$ cat src/rtl/sysctl_pkg.sv
package sysctl_pkg;

    localparam int LOCK_W = 8;

    typedef enum logic [3:0] {
        REG_CFG0 = 4'd0,
        REG_CFG1 = 4'd1,
        REG_CFG2 = 4'd2,
        REG_CFG3 = 4'd3,
        REG_CFG4 = 4'd4,
        REG_CFG5 = 4'd5,
        REG_CFG6 = 4'd6,
        REG_CFG7 = 4'd7,
        REG_CHAN = 4'd8,
        REG_LOCK = 4'd9,
        REG_AID  = 4'd10,
        REG_ID   = 4'd11,
        REG_NONE = 4'd15
    } reg_id_t;

    typedef enum logic [1:0] {
        ST_IDLE,
        ST_RD_RSP,
        ST_WR_RSP,
        ST_ERR_RSP
    } rsp_state_t;

    // Variant families that carry the extended slot set
    function automatic logic is_ext(input logic [7:0] code);
        return (code == 8'h24) || (code == 8'h47) || (code == 8'h36);
    endfunction

    function automatic logic slot_present(input logic [7:0] code, input int idx);
        case (idx)
            2, 5:    return is_ext(code);
            3:       return !is_ext(code);
            6:       return (code == 8'h24) || (code == 8'h36);
            7:       return (code == 8'h36);
            default: return 1'b1;
        endcase
    endfunction

    function automatic logic slot_writable(input int idx);
        return (idx != 3) && (idx != 4);
    endfunction

endpackage

$ cat src/rtl/sysctl_decode.sv
module sysctl_decode
    import sysctl_pkg::*;
#(
    parameter int          ADDR_W = 12,
    parameter logic [7:0]  VCODE  = 8'h36
) (
    input  logic [ADDR_W-1:0] addr,
    output reg_id_t           sel,
    output logic              present
);
    localparam int WIDX_W = ADDR_W - 2;
    localparam int NSLOT  = 8;

    logic [WIDX_W-1:0] widx;
    logic [NSLOT-1:0]  slot_vec;

    assign widx = addr[ADDR_W-1:2];

    for (genvar g = 0; g < NSLOT; g++) begin : g_pres
        assign slot_vec[g] = slot_present(VCODE, g);
    end

    always_comb begin
        sel = REG_NONE;
        if (widx < WIDX_W'(NSLOT))
            sel = reg_id_t'({1'b0, widx[2:0]});
        else if (widx >= WIDX_W'(32'h28) && widx <= WIDX_W'(32'h2B))
            sel = REG_CHAN;
        else if (widx == WIDX_W'(32'h40))
            sel = REG_LOCK;
        else if (widx == WIDX_W'(32'h3FE))
            sel = REG_AID;
        else if (widx == WIDX_W'(32'h3FF))
            sel = REG_ID;
    end

    always_comb begin
        if (sel == REG_NONE)
            present = 1'b0;
        else if (sel[3] == 1'b0)
            present = slot_vec[sel[2:0]];
        else
            present = 1'b1;
    end

endmodule

$ cat src/rtl/sysctl_lockreg.sv
module sysctl_lockreg
    import sysctl_pkg::*;
(
    input  logic              clk,
    input  logic              rst_n,
    input  logic              wr_en,
    input  logic [LOCK_W-1:0] mask_wdata,
    input  logic [LOCK_W-1:0] lock_in,
    output logic [31:0]       status
);
    logic [LOCK_W-1:0] mask_q;
    logic              all_ok;

    always_ff @(posedge clk or negedge rst_n) begin
        if (!rst_n)
            mask_q <= '1;
        else if (wr_en)
            mask_q <= mask_wdata;
    end

    assign all_ok = &(~mask_q | lock_in);
    assign status = {mask_q, lock_in, 15'd0, all_ok};


    mask_hold_chk: assert property (@(posedge clk) disable iff (!rst_n)
        !wr_en |=> $stable(mask_q));


    all_locked_chk: assert property (@(posedge clk) disable iff (!rst_n)
        (&lock_in) |-> status[0]);


    missing_lock_chk: assert property (@(posedge clk) disable iff (!rst_n)
        ((mask_q & ~lock_in) != '0) |-> !status[0]);

endmodule

$ cat src/rtl/sysctl_regbank.sv
module sysctl_regbank
    import sysctl_pkg::*;
#(
    parameter int          ADDR_W     = 12,
    parameter int          NUM_LED    = 8,
    parameter logic [31:0] ID_VALUE   = 32'h4104_1360,
    parameter logic [31:0] AID_VALUE  = 32'h0100_0008,
    parameter logic [31:0] CFG4_VALUE = 32'h0000_0002,
    parameter logic [31:0] CFG0_RESET = 32'h0000_0001
) (
    input  logic               clk,
    input  logic               rst_n,
    input  logic               bus_en,
    input  logic               bus_wr,
    input  logic [ADDR_W-1:0]  bus_addr,
    input  logic [31:0]        bus_wdata,
    output logic [31:0]        bus_rdata,
    output logic               bus_err,
    output logic               chan_sel,
    input  logic [31:0]        chan_rdata,
    input  logic [LOCK_W-1:0]  lock_in,
    output logic               remap,
    output logic [NUM_LED-1:0] led
);
    localparam logic [7:0] VCODE = ID_VALUE[11:4];
    localparam int         NSLOT = 8;

    reg_id_t            sel;
    logic               present;
    logic               miss;
    logic               wr_ok;
    logic [NSLOT-1:0][31:0] cfg_v;
    logic [31:0]        lock_status;
    logic [31:0]        rd_val;
    logic [31:0]        rdata_q;
    rsp_state_t         state_q;
    rsp_state_t         state_d;

    sysctl_decode #(.ADDR_W(ADDR_W), .VCODE(VCODE)) u_decode (
        .addr    (bus_addr),
        .sel     (sel),
        .present (present)
    );

    assign miss     = bus_en && !present;
    assign wr_ok    = bus_en && bus_wr && present;
    assign chan_sel = bus_en && (sel == REG_CHAN);

    // Configuration slots: writable ones are flops, the rest constants
    for (genvar g = 0; g < NSLOT; g++) begin : g_slot
        if (slot_writable(g)) begin : g_rw
            logic [31:0] q;
            always_ff @(posedge clk or negedge rst_n) begin
                if (!rst_n)
                    q <= (g == 0) ? CFG0_RESET : 32'd0;
                else if (wr_ok && sel == reg_id_t'(g))
                    q <= bus_wdata;
            end
            assign cfg_v[g] = q;
        end else if (g == 4) begin : g_ro
            assign cfg_v[g] = CFG4_VALUE;
        end else begin : g_zero
            assign cfg_v[g] = 32'd0;
        end
    end

    sysctl_lockreg u_lock (
        .clk        (clk),
        .rst_n      (rst_n),
        .wr_en      (wr_ok && sel == REG_LOCK),
        .mask_wdata (bus_wdata[31:24]),
        .lock_in    (lock_in),
        .status     (lock_status)
    );

    always_comb begin
        rd_val = 32'd0;
        if (present) begin
            unique case (sel)
                REG_CHAN: rd_val = chan_rdata;
                REG_LOCK: rd_val = lock_status;
                REG_AID:  rd_val = AID_VALUE;
                REG_ID:   rd_val = ID_VALUE;
                default:  rd_val = cfg_v[sel[2:0]];
            endcase
        end
    end

    // Response state register
    always_ff @(posedge clk or negedge rst_n) begin
        if (!rst_n)
            state_q <= ST_IDLE;
        else
            state_q <= state_d;
    end

    always_comb begin
        state_d = ST_IDLE;
        if (bus_en) begin
            if (miss)
                state_d = ST_ERR_RSP;
            else if (bus_wr)
                state_d = ST_WR_RSP;
            else
                state_d = ST_RD_RSP;
        end
    end

    always_ff @(posedge clk or negedge rst_n) begin
        if (!rst_n)
            rdata_q <= 32'd0;
        else if (bus_en)
            rdata_q <= bus_wr ? 32'd0 : rd_val;
    end

    // Outputs decoded from the response state
    always_comb begin
        bus_err   = 1'b0;
        bus_rdata = 32'd0;
        unique case (state_q)
            ST_IDLE:    bus_rdata = rdata_q;
            ST_RD_RSP:  bus_rdata = rdata_q;
            ST_WR_RSP:  bus_rdata = 32'd0;
            ST_ERR_RSP: bus_err   = 1'b1;
        endcase
    end

    assign remap = cfg_v[0][0];
    assign led   = cfg_v[1][NUM_LED-1:0];


    remap_follow_chk: assert property (@(posedge clk) disable iff (!rst_n)
        (bus_en && bus_wr && bus_addr[ADDR_W-1:2] == '0) |=> (remap == $past(bus_wdata[0])));


    err_after_access_chk: assert property (@(posedge clk) disable iff (!rst_n)
        bus_err |-> $past(bus_en));


    err_reads_zero_chk: assert property (@(posedge clk) disable iff (!rst_n)
        bus_err |-> (bus_rdata == 32'd0));


    chan_sel_chk: assert property (@(posedge clk) disable iff (!rst_n)
        chan_sel |=> !bus_err);


    slot6_keep_chk: assert property (@(posedge clk) disable iff (!rst_n)
        (bus_en && bus_wr && bus_addr[ADDR_W-1:2] == 7) |=> $stable(cfg_v[6]));

endmodule

$ cat config.mk
export PLATFORM = sky130hd
export DESIGN_NAME = sysctl_regbank
export DESIGN_NICKNAME = d
export VERILOG_FILES = /design/src/rtl/sysctl_pkg.sv /design/src/rtl/sysctl_decode.sv /design/src/rtl/sysctl_lockreg.sv /design/src/rtl/sysctl_regbank.sv
export SDC_FILE = /design/constraint.sdc
export NUM_CORES = 1
export LEC_CHECK = 0
export BUFFER_PORTS_ARGS = -buffer_cell sky130_fd_sc_hd__buf_2
export CORE_UTILIZATION = 35
export CTS_BUF_LIST = sky130_fd_sc_hd__clkbuf_8
export CTS_CLUSTER_SIZE = 12
export DETAILED_ROUTE_END_ITERATION = 8
export GPL_ROUTABILITY_DRIVEN = 0
export GPL_TIMING_DRIVEN = 1
export PLACE_DENSITY = 0.57
export SLEW_MARGIN = 20
export SYNTH_ARGS = -nofsm -noshare
export SYNTH_HDL_FRONTEND = slang
export SYNTH_HIERARCHICAL = 1
export SYNTH_SLANG_ARGS = --single-unit
$ cat constraint.sdc
create_clock -name clk -period 6.55 [get_ports clk]
set_input_delay 1.31 -clock clk [delete_from_list [all_inputs] [get_ports clk]]
set_output_delay 1.31 -clock clk [all_outputs]
set_load 0.01 [all_outputs]
Word-level counts from Yosys, hierarchy flattened
Memory sizes are Yosys's and may differ from the RTL's.
Cells that the tools add are included.
{"block": "totals", "in_bits": 88, "out_inout_bits": 43, "latch_bits": 0, "wordCells": 66, "mem_bits_rw": 0, "memories": 1, "rom_bits": 8, "reg_bits": 234}
{"block": "op_classes", "n_reduce_logical": 17, "n_mux": 18, "bitwise_logic": 2, "div": 0, "add_sub_neg": 0, "shift": 0, "n_mul": 0, "n_lt_le_gt_ge": 4, "n_eq_ne": 15}
{"name": "(name not given)", "words": 8, "word_bits": 1, "read_ports": 1, "rd_ports_with_merged_regs": 0, "wr": 0, "line": "sysctl_decode.sv:41", "text": "present = slot_vec[sel[2:0]];"}
{"op": "32-bit 2-to-1 mux", "n": 4}
{"op": "32-bit one-hot mux with 4 select lines", "n": 1}
{"op": "32-bit binary-select mux with 3-bit select", "n": 1}
{"op": "10-bit == test (second input constant)", "n": 2}
{"op": "4-bit == test (second input constant)", "n": 5}
{"op": "4-bit 2-to-1 mux", "n": 4}
{"op": "4-bit by 3-bit == test with 1-bit output (second input constant)", "n": 3}
{"op": "1-bit logical AND", "n": 12}
{"op": "10-bit by 7-bit == test with 1-bit output (second input constant)", "n": 1}
{"op": "10-bit by 6-bit >= comparator with 1-bit output (second input constant)", "n": 1}
{"op": "10-bit by 6-bit less-or-equal comparator with 1-bit output (second input constant)", "n": 1}
{"op": "10-bit by 4-bit less-than comparator with 1-bit output (second input constant)", "n": 1}
{"op": "8-bit NOT", "n": 1}
{"op": "8-bit OR", "n": 1}
{"op": "8-bit AND reduction", "n": 1}
{"op": "2-bit 2-to-1 mux", "n": 3}
{"op": "4-bit by 1-bit == test with 1-bit output (second input constant)", "n": 1}
{"op": "4-bit by 2-bit == test with 1-bit output (second input constant)", "n": 1}
{"op": "4-bit logical NOT", "n": 1}
{"op": "3-bit by 4-bit less-than comparator with 1-bit output (second input constant)", "n": 1}
{"op": "1-bit 2-to-1 mux", "n": 4}
{"op": "3-bit 2-to-1 mux", "n": 1}
{"op": "2-bit by 1-bit == test with 1-bit output (second input constant)", "n": 1}
{"op": "2-bit == test (second input constant)", "n": 1}
{"op": "3 further kinds", "n": 3}

Longest topological paths before layout
Gate-level depths: netlist (run 1).
{"block": "logic_depth", "word_depth": 14, "mapped_depth": 11, "depth_no_buf": 8}

Modules after synthesis
Netlist (run 1), hierarchy kept.
{"module": "sysctl_regbank", "n_inst": 1, "cells_each": 809, "area_each_um2": 10979.3, "seq_area_each_um2": 5656.7}
{"module": "sysctl_lockreg", "n_inst": 1, "cells_each": 63, "area_each_um2": 546.8, "seq_area_each_um2": 210.2}
{"module": "sysctl_decode", "n_inst": 1, "cells_each": 23, "area_each_um2": 156.4, "seq_area_each_um2": 0.0}

Worst setup path before layout (run 1)
No wires, ideal clock.
{"block": "synth_path", "path_type": "input port to output port", "from": "input bus_addr[9]", "to": "output chan_sel", "path_stages": 7, "t_required_ns": 5.240, "t_arrival_ns": 3.138, "slack_ns": 2.102, "path_buffers": 3, "cell_sequence": "or4_4 -> nor4_4 -> nor2_1 -> buf_2 -> clkbuf_1 -> clkbuf_1 -> nor4b_1"}
{"block": "synth_between", "word_cells_on_any_way": 14, "cone_classes": "3 x order compare; 4 x eq/ne; 5 x mux; 2 x reduce/logical"}
{"item": "from (decl)", "line": "sysctl_regbank.sv:15", "text": "input logic [ADDR_W-1:0] bus_addr,"}
{"item": "branches (longest 4 deep; another with 10-bit by 6-bit >= comparator with 1-bit output)"}
{"item": "4-bit 2-to-1 mux (*)", "line": "sysctl_decode.sv:25", "text": "if (widx < WIDX_W'(NSLOT))"}
{"item": "net sel[0]", "line": "sysctl_regbank.sv:28", "text": "reg_id_t sel;"}
{"item": "4-bit == test (*)", "line": "sysctl_regbank.sv:47", "text": "assign chan_sel = bus_en && (sel == REG_CHAN);"}
{"item": "1-bit logical AND (*)", "line": "sysctl_regbank.sv:47"}
{"item": "to (decl)", "line": "sysctl_regbank.sv:19", "text": "output logic chan_sel,"}
Mark *: on every way through the listed nets, which the timed path passes.

Worst setup path in the final report (run 1)
{"block": "layout_path", "from": "input bus_addr[9]", "to": "output chan_sel"}
{"block": "layout_between", "elab_chain_len": 8, "word_cells_on_any_way": 14, "cone_classes": "3 x order compare; 4 x eq/ne; 5 x mux; 2 x reduce/logical"}
{"item": "branches (longest 5 deep; another with 10-bit by 6-bit >= comparator with 1-bit output)"}
{"item": "4-bit 2-to-1 mux (*)", "line": "sysctl_decode.sv:25"}
{"item": "net sel[2]", "line": "sysctl_regbank.sv:28"}
{"item": "4-bit == test (*)", "line": "sysctl_regbank.sv:47"}
{"item": "1-bit logical AND (*)", "line": "sysctl_regbank.sv:47"}
Marked as above.

==> impl_results.md, run 1 <==
* Max-Cap Viols at 0
* # DRC at 0
* First-pass GRT wire length at 50100 microns
* Port Buf Inserts at 128
* Setup Skew at 0.0162 ns
* Commonest non-fill, non-tap cells in the layout: mux2_2, dfrtp_1, buf_2
* Root Buffer: clkbuf_8
* Most common cell after layout, fill and taps aside: mux2_2
* Fin crit period at 4.99 ns
* Area grow syn2layout at 15.5%
* Sequential share of power at 48.9%
* HP Class: flop to flop
* Synthesized cell area at about 12000 sq um
* Critical path startpoint category: primary input
* Number of synthesized flops with an enable pin at 0
* Register area share after synthesis at between 50% and 60%
* Clk_lat worst skew at 0.54 ns
* Fin. max-slew vios at 0
* CTS tree: done
* Hpwl dp at 19600 microns
* Core area at 32700 sq um
* Gr ovfl total at 0
* Dpl cell area at about 13000 sq um
* Peak supply drop at 108 uV
* Initial core utilization at between 30% and 40%
* Synth area leaders: dfrtp_1, mux2_2, a221oi_1
* #FFs+latches synth at between 200 and 250
* Hold violation count in the final report at 0
* Layout cells sized above 1 at roughly half
* P_int at approximately 0.0023 W
* # rows at 66
* CP max FO at 5
* Setup TNS at 0 ns
* GRT Total Usage at 19.4%
* ANT nets after route at 0
* Ys flop type: dfrtp_1
* DR pass1 iterations at 5
* CTS Hold Bufs at 0
* Synth warn at 6
* Post-Route WL at approximately 32000 microns
* Net Switching at between 0.0006 and 0.0007 W
* Final count of negative-setup-slack endpoints at 0
* Post-synth top area share at about half
* Largest area contributor in the netlist: dfrtp_1
* Register area at between 5000 and 6000 sq um
* Combinational share of power at under 10%
* Final Cycle Share at 76.2%
* Post-synth cell types at between 40 and 50
* Post-Syn Area per Cell at 13.1 sq um
* Slew @ Worst Pin at around 1.1 ns
* Initial DRC Count at 440
* P per Cell Area at 220 nW/um^2
* Vias per cell at 5.31
* Area occupied by multi-input gates at 5280 sq um
* Syn Inst Count at about 900
* Leakage at about 6.8 nW
* Worst setup path category: primary input to output pin
* Outcome: complete, no violations
* Final #Nets at 1092
* Worst Path Required at 5.24 ns
* Fillers at between 3000 and 4000
* Die area at 34100 sq um
* RSZ-0062 raised after global routing: no
* DIE WIDTH at roughly 180 microns
* Setup Fix Bufs, Post-CTS at 0
* Critical path arrival at between 3 and 4 ns
* Fin area at ~13000 sq um
* Initial antenna violation count at 3
* Max Clk Rate at 0.200 GHz
* Switching share of power at roughly a quarter
* Clk slew on worst S/H paths at ~0.060 ns
* CTS H-tree lvls at 2
* Via count at slightly below 8000
* I/O pin cnt at approximately 130
* Largest net degree at the start of global routing at ~140
* Post-synth ARST share at 100%
* Longest Clk Path Bufs at 3
* Die extent in y at around 180 microns
* Clk pwr share at roughly 47%
* Total CTS buffers at 43
* CTS sink cnt at roughly 230
* Resize count post-CTS at 0
* Nature of the critical path endpoint: output pin
* Vias in the first global route at 8264
* Avg WL per Cell at around 22 microns
* Slew margin rel. at between 20 and 30%
-- kinds of logic (layout without fill, tap and decap cells) --
| family | Yosys count | after routing | share of synthesized area (%) |
|---|---|---|---|
| AOI/OAI and AO/OA | 157 | 157 | 10.4 |
| buffers and inverters | 115 | 244 | 5.47 |
| DFF | 234 | 234 | 50.2 |
| muxes | 279 | 279 | 27.9 |
| other | 1 | 16 | 0.0321 |
| and+or+nand+nor | 109 | 109 | 6.03 |
-- per-layer routing --
metal  routed length, microns  part of all wire (%)  global-route usage (%)
met1                    14500                    45                    26.9
met2                    14400                    45                    30.6
met3                     2310                   7.2                    3.75
met4                      832                   2.6                    5.65
met5                       21                 0.065                       0
-- worst paths after layout --
path / startpoint / end / slack (ns) / depth (start not counted)
min in group asynchronous: rst_n / g_slot[2].g_rw.q[5]$_DFFE_PN0P_ / 0.78 / 1
max: bus_addr[9] / chan_sel / 1.56 / 7
min reg2reg: rdata_q[6]$_DFFE_PN0P_ / rdata_q[6]$_DFFE_PN0P_ / 0.47 / 2
max in group asynchronous: rst_n / rdata_q[17]$_DFFE_PN0P_ / 4.57 / 2
max reg2reg: u_lock/mask_q[5]$_DFFE_PN1P_ / rdata_q[0]$_DFFE_PN0P_ / 4.65 / 6
min: rdata_q[6]$_DFFE_PN0P_ / rdata_q[6]$_DFFE_PN0P_ / 0.47 / 2
-- synth_stat cells (9+ instances only) --
cell      instances
dfstp_2           9
mux2_1           10
dfrtp_1         225
o41ai_1          32
mux2_4           30
o21ai_0           9
clkbuf_1         35
inv_1            10
a221oi_1         64
buf_2            25
nor2b_1          34
a21oi_1          25
nand2_1          10
nand2b_1         36
mux2_2          239
buf_4            35
-- critical path: stages --
cell	delay [ns]
buf_2	0.11
or4_4	0.55
nor4_4	0.23
o22ai_1	0.25
nand2b_1	0.22
nor4b_1	0.73
buf_2	0.27
-- sequential cells by signal, indices dropped and copies added, names as in the netlist --
signal,cells
state_q,2
g_slot.g_rw.q,192
u_lock/mask_q,8
rdata_q,32
-- through the flow --
step	hold slack, ns	setup slack (ns)	instances	power [W]	utilization, %
after floorplan	0.443	2.10	909	0.00151	-
after global placement	0.461	1.58	1401	0.00159	38.6
after detailed placement	0.462	1.60	1401	0.00160	38.6
after CTS	0.477	1.59	1480	0.00301	41.2
after global routing	0.488	1.50	1481	0.00308	41.3
final	0.473	1.56	1481	0.00296	41.3
-- power by group through the flow --
stage | clock network, W | registers, W | logic [W]
after floorplan | 0 | 0.00147 | 0.0000389
after CTS | 0.00144 | 0.00145 | 0.000120
after detailed placement | 0 | 0.00148 | 0.000120
final | 0.00139 | 0.00145 | 0.000118
after global placement | 0 | 0.00148 | 0.000120
after global routing | 0.00150 | 0.00145 | 0.000131
-- area by class of cell --
| class | instances | share of cell area, % |
|---|---|---|
| Sequential cell | 234 | 43.5 |
| Clock inverter | 21 | 0.612 |
| Tap cell | 442 | 4.10 |
| Multi-Input combinational cell | 560 | 39.2 |
| Inverter | 13 | 0.362 |
| Clock buffer | 58 | 5.92 |
| Timing Repair Buffer | 152 | 6.34 |
| Antenna cell | 1 | 0.0185 |
Power figures use the tool's default switching activity.
==> inputs of run 2 (changes only) <==
- clock period: 6.55 -> 4.8 ns (I/O delays scaled with it)
==> impl_results.md, run 2 (synthesis results as in run 1) <==
* Initial antenna violation count at 2
* Final #Nets at about 1100
* Outcome: complete, no violations
* Leakage at 6.73 nW
* I/O pin cnt at 131
* HP Class: primary input to async pin
* Die area at around 34000 sq um
* Worst setup path category: primary input to output pin
* First-pass GRT wire length at roughly 51000 microns
* Antenna Cells at 0
* R2R Path End: rdata_q[0]$_DFFE_PN0P_
* Clk slew on worst S/H paths at about 0.060 ns
* Root Buffer: clkbuf_8
* Non-Filler Instances at between 1000 and 1500
* Final core utilization at 41.0%
* Initial DRC Count at 490
* Hold Slack at ~0.48 ns
* # DRC at 0
* Placed cell count at about 1400
* # rows at 66
* CP max FO at 5
* CTS sink cnt at 234
* Setup Skew at 0.0267 ns
* Worst Path Required at 3.84 ns
* ANT nets after route at 0
* Worst R2R Start: u_lock/mask_q[5]$_DFFE_PN1P_
* Gr ovfl total at 0
* Setup TNS at 0 ns
* Combinational share of power at ~4.2%
* Reg2Reg Setup Slack at about 2.9 ns
* Max Clk Rate at around 0.26 GHz
* DIE WIDTH at between 150 and 200 microns
* Area occupied by multi-input gates at between 5000 and 6000 sq um
* Avg WL per Cell at around 22 microns
* CTS Hold Bufs at 0
* Total CTS buffers at 40
* Slew @ Worst Pin at between 0.9 and 1 ns
* Peak supply drop at about 200 uV
* Via count at slightly below 8000
* Hold violation count in the final report at 0
* Area grow syn2layout at 14.9%
* Vias per cell at 5.37
* Largest registers: g_slot.g_rw.q: 192 flops, rdata_q: 32 flops, u_lock/mask_q: 8 flops
* Fin crit period at about 3.9 ns
* Clk_lat worst skew at ~0.54 ns
* CTS H-tree lvls at 2
* Sequential share of power at between 50% and 60%
* Resize count post-CTS at 0
* Slew margin rel. at a little over a third
* Switching share of power at a little under a quarter
* Register area at just under 6000 sq um
* Net Switching at just over 0.0009 W
* Critical path startpoint category: primary input
* Final count of negative-setup-slack endpoints at 0
* Hpwl dp at about 20000 microns
* Setup Fix Bufs, Post-CTS at 0
* Final Cycle Share at 81.0%
* Die extent in y at ~180 microns
* Largest net degree at the start of global routing at about 120
* Initial core utilization at a little over a third
* R2R depth at 6
* Post-Route WL at ~32000 microns
* Port Buf Inserts at about 130
* Fin. max-slew vios at 0
* P_int at 0.00291 W
* GRT Total Usage at between 10% and 20%
* DR pass1 iterations at 5
* Layout cells sized above 1 at approximately half
* RSZ-0062 raised after global routing: no
* CTS tree: done
* Largest Register: g_slot.g_rw.q
* Vias in the first global route at 8506
* Core area at between 30000 and 40000 sq um
* Longest Clk Path Bufs at 3
* P per Cell Area at between 200 and 300 nW/um^2
* Fillers at between 3000 and 4000
* Max reg flops at 192
* Critical path arrival at 2.93 ns
* Max-Cap Viols at 0
* Most common cell after layout, fill and taps aside: mux2_2
* Nature of the critical path endpoint: output pin
* Commonest non-fill, non-tap cells in the layout: mux2_2, dfrtp_1, buf_2
* Clk pwr share at about 44%
-- run 2: cell types whose count changed in the layout (fill, tap and decap cells not counted) --
| cell | delta |
|---|---|
| clkbuf_8 | -11 |
| buf_4 | +7 |
| clkinvlp_4 | +2 |
| buf_12 | +1 |
| clkinv_1 | -1 |
| diode_2 | -1 |
-- run 2: worst max-delay path: stages --
cell	delay, ns
buf_2	0.11
or4_4	0.55
nor4_4	0.24
o22ai_1	0.25
nand2b_1	0.23
nor4b_1	0.27
buf_4	0.19
buf_2	0.12
-- run 2: metal layers --
metal	track usage (%)	vias up	wire, microns
met2	31.0	254	14700
met1	27.7	4108	15100
met4	5.72	2	630
met5	0	-	11
met3	3.20	52	1850
li1	-	3523	-
-- run 2: power groups by stage --
stage / Clock, W / Combinational, W / Sequential [W]
2_1_floorplan: 0 / 0.0000531 / 0.00201
3_3_place_gp: 0 / 0.000164 / 0.00201
3_5_place_dp: 0 / 0.000165 / 0.00201
4_1_cts: 0.00174 / 0.000166 / 0.00198
5_1_grt: 0.00183 / 0.000181 / 0.00198
6_report: 0.00168 / 0.000162 / 0.00198
-- run 2: through the flow --
step	power [W]	setup slack (ns)	instance area, sq um
2_1_floorplan	0.00206	1.05	11700
3_3_place_gp	0.00218	0.827	12700
3_5_place_dp	0.00218	0.811	12700
4_1_cts	0.00388	0.906	13400
5_1_grt	0.00399	0.721	13400
6_report	0.00382	0.913	13400
-- run 2: worst max-delay path by stage --
stage	start	to	slack, ns	cells after the start
6_report	bus_addr[9]	chan_sel	0.91	8
5_1_grt	bus_addr[9]	chan_sel	0.72	8
4_1_cts	bus_addr[9]	chan_sel	0.91	8
3_5_place_dp	bus_addr[9]	g_slot[0].g_rw.q[17]$_DFFE_PN0P_	0.81	8
3_3_place_gp	bus_addr[9]	g_slot[0].g_rw.q[17]$_DFFE_PN0P_	0.83	8
2_1_floorplan	bus_addr[9]	chan_sel	1.05	7
-- run 2: final cells by class --
cell class | count | share of cell area [%]
well taps | 442 | 4.12
flip-flops and latches | 234 | 43.7
clock inverters | 22 | 0.699
multi-input cells | 560 | 39.4
inverters | 13 | 0.364
repair buffers | 160 | 6.92
clock buffers | 47 | 4.82
==> inputs of run 3 (changes only) <==
- ABC_AREA: unset -> 1
- clock period: 4.8 -> 3.8 ns (I/O delays scaled with it)
==> impl_results.md, run 3 <==
* Met1 Usage GRT at a little under a third
* Worst Path Required at ~3 ns
* Nature of the critical path endpoint: output pin
* Sequential share of power at 51.8%
* Number of synthesized flops with an enable pin at 0
* R2R depth at 10
* Post-synth ARST share at 100%
* Critical path arrival at roughly 2.5 ns
* Core area at roughly 34000 sq um
* Post-Syn Area per Cell at ~7.4 sq um
* Peak supply drop at a little under 200 uV
* Vias per cell at ~4.7
* Fin crit period at roughly 3.3 ns
* CTS H-tree lvls at 2
* Synthesized cell area at between 10000 and 15000 sq um
* Gr ovfl total at 0
* Leakage at 6.75 nW
* Synth warn at 6
* Reg2Reg Setup Slack at roughly 2.5 ns
* Setup Skew at ~0.023 ns
* CP max FO at 17
* Setup WS post-layout at ~0.55 ns
* Count leader, synth: nand2_1
* Max Clk Rate at 0.308 GHz
* P per Cell Area at around 350 nW/um^2
* Clk slew on worst S/H paths at 0.06 ns
* RSZ-0062 raised after global routing: no
* Post-synth top area share at between 40 and 50%
* CTS tree: done
* Resize count post-CTS at 0
* Port Buf Inserts at between 100 and 150
* Final #Nets at roughly 1800
* Syn Inst Count at around 1600
* Synth area leaders: dfrtp_1, nand2_1, o21ai_0
* Setup TNS at 0 ns
* Register area share after synthesis at 48.7%
* DR pass1 iterations at 5
* Post-synth cell types at 32
* Layout cells sized above 1 at roughly 17%
* Clk_lat worst skew at roughly 0.54 ns
* Initial DRC Count at between 700 and 800
* Area grow syn2layout at 14.6%
* I/O pin cnt at 131
* Max reg flops at about 190
* Commonest cells post-synth: nand2_1, dfrtp_1, o21ai_0, inv_1, nand3_1
* Register area at ~5900 sq um
* Via count at ~10000
* Total power at 0.00483 W
* Slew @ Worst Pin at 0.715 ns
* Net Switching at approximately 0.0012 W
* R2R Path End: rdata_q[0]$_DFFE_PN0P_
* Ys flop type: dfrtp_1
* Longest Clk Path Bufs at 3
* Fillers at roughly 3500
* Root Buffer: clkbuf_8
* CTS sink cnt at approximately 230
* Avg WL per Cell at about 16 microns
* GRT Total Usage at 20.1%
* ANT nets after route at 0
* Combinational share of power at ~4.4%
* Clk pwr share at about 44%
* Fin. max-slew vios at 0
* Initial antenna violation count at 3
* Outcome: complete, no violations
* Worst R2R Start: u_lock/mask_q[4]$_DFFE_PN1P_
* Vias in the first global route at just under 10000
* Hold violation count in the final report at 0
* Die extent in y at between 150 and 200 microns
* Largest registers: g_slot.g_rw.q: 192 flops, rdata_q: 32 flops, u_lock/mask_q: 8 flops
* DP Worst Slack at between 0.5 and 0.6 ns
* P_int at between 0.003 and 0.004 W
* Largest Register: g_slot.g_rw.q
* Most common cell after layout, fill and taps aside: nand2_1
* Switching share of power at approximately 24%
* Max-Cap Viols at 0
* Largest net degree at the start of global routing at between 100 and 150
* Critical path startpoint category: primary input
* Largest area contributor in the netlist: dfrtp_1
* Hold Slack at 0.0644 ns
* #FFs+latches synth at around 230
* HP Class: primary input to async pin
* Met3 GRT Util at 3.93%
* Area occupied by multi-input gates at just under 5000 sq um
* Critical Path End: chan_sel
* Crit. Startpoint: bus_addr[10]
* Total CTS buffers at 40
* Global routing's busiest layer: met1
* CTS Hold Bufs at 0
* Die area at around 35000 sq um
* DIE WIDTH at ~190 microns
* # DRC at 0
* Slew margin rel. at a little over half
* First-pass GRT wire length at approximately 56000 microns
* Post-Route WL at about 35000 microns
* Worst setup path category: primary input to output pin
* Hpwl dp at about 23000 microns
* Commonest non-fill, non-tap cells in the layout: nand2_1, dfrtp_1, o21ai_0
* Final Cycle Share at 85.5%
* Final count of negative-setup-slack endpoints at 0
* Met2 global-route usage at around 30%
* # rows at 67
* Initial core utilization at 35.8%
* Setup Fix Bufs, Post-CTS at 0
## run 3: cell count changes in the layout (fill, tap and decap cells not counted), sizes merged, moves of 69 or more
| cell | delta |
|---|---|
| nor2 | +69 |
| nand3 | +75 |
| inv | +176 |
| o21ai | +207 |
| nand2 | +604 |
| mux2 | -271 |
## run 3: layout make-up
cell class                      count  share of cell area (%)
Sequential cell                   234                    42.5
Clock inverter                     23                   0.725
Antenna cell                        1                  0.0181
Inverter                          188                    5.11
Multi-Input combinational cell   1092                    35.7
Tap cell                          448                    4.06
Clock buffer                       46                    4.58
Timing Repair Buffer              168                    7.34
## run 3: power by group through the flow
| stage | combinational, W | clock, W | sequential, W |
|---|---|---|---|
| global placement | 0.000213 | 0 | 0.00255 |
| detailed placement | 0.000214 | 0 | 0.00255 |
| floorplan | 0.0000865 | 0 | 0.00254 |
| CTS | 0.000215 | 0.00217 | 0.00250 |
| finish | 0.000210 | 0.00212 | 0.00250 |
| global route | 0.000238 | 0.00230 | 0.00250 |
## run 3: metal layers
layer  up-vias  share of wire (%)
met5         -              0.072
met4         4                1.3
met3        36                5.9
met2       257                 42
met1      4869                 51
li1       5197                  -
## run 3: how the worst min path moves through the flow
stage	start	end	slack [ns]
finish	rst_n	g_slot[1].g_rw.q[4]$_DFFE_PN0P_	0.06
global route	rst_n	g_slot[1].g_rw.q[10]$_DFFE_PN0P_	0.06
CTS	rst_n	g_slot[1].g_rw.q[4]$_DFFE_PN0P_	0.05
detailed placement	g_slot[5].g_rw.q[23]$_DFFE_PN0P_	g_slot[5].g_rw.q[23]$_DFFE_PN0P_	0.46
global placement	g_slot[6].g_rw.q[25]$_DFFE_PN0P_	g_slot[6].g_rw.q[25]$_DFFE_PN0P_	0.46
floorplan	g_slot[5].g_rw.q[10]$_DFFE_PN0P_	g_slot[5].g_rw.q[10]$_DFFE_PN0P_	0.45
## run 3: cells by family (layout without fill, tap and decap cells)
family,Yosys count,in the layout,synth area share (%)
mux,8,8,0.997
compound gates,246,246,10.5
other cells,1,16,0.0311
simple gates,823,823,28.7
buf+inv,308,425,11.0
flops,234,234,48.7
## run 3: through the flow
| step | util (%) | area [sq um] | instances |
|---|---|---|---|
| detailed placement | 38.8 | 13100 | 2130 |
| global route | 41.0 | 13800 | 2199 |
| floorplan | - | 12100 | 1634 |
| finish | 41.0 | 13800 | 2200 |
| global placement | 38.8 | 13100 | 2130 |
| CTS | 41.0 | 13800 | 2199 |
## run 3: critical path, cell delays in order
cell and delay [ns]:
buf_2 0.12, nor2_1 0.17, nand3_1 0.11, nor2_2 0.13, inv_2 0.05, nand3_2 0.08, inv_2 0.19, inv_2 0.27
nand2_2 0.09, nor3_1 0.30, buf_2 0.20
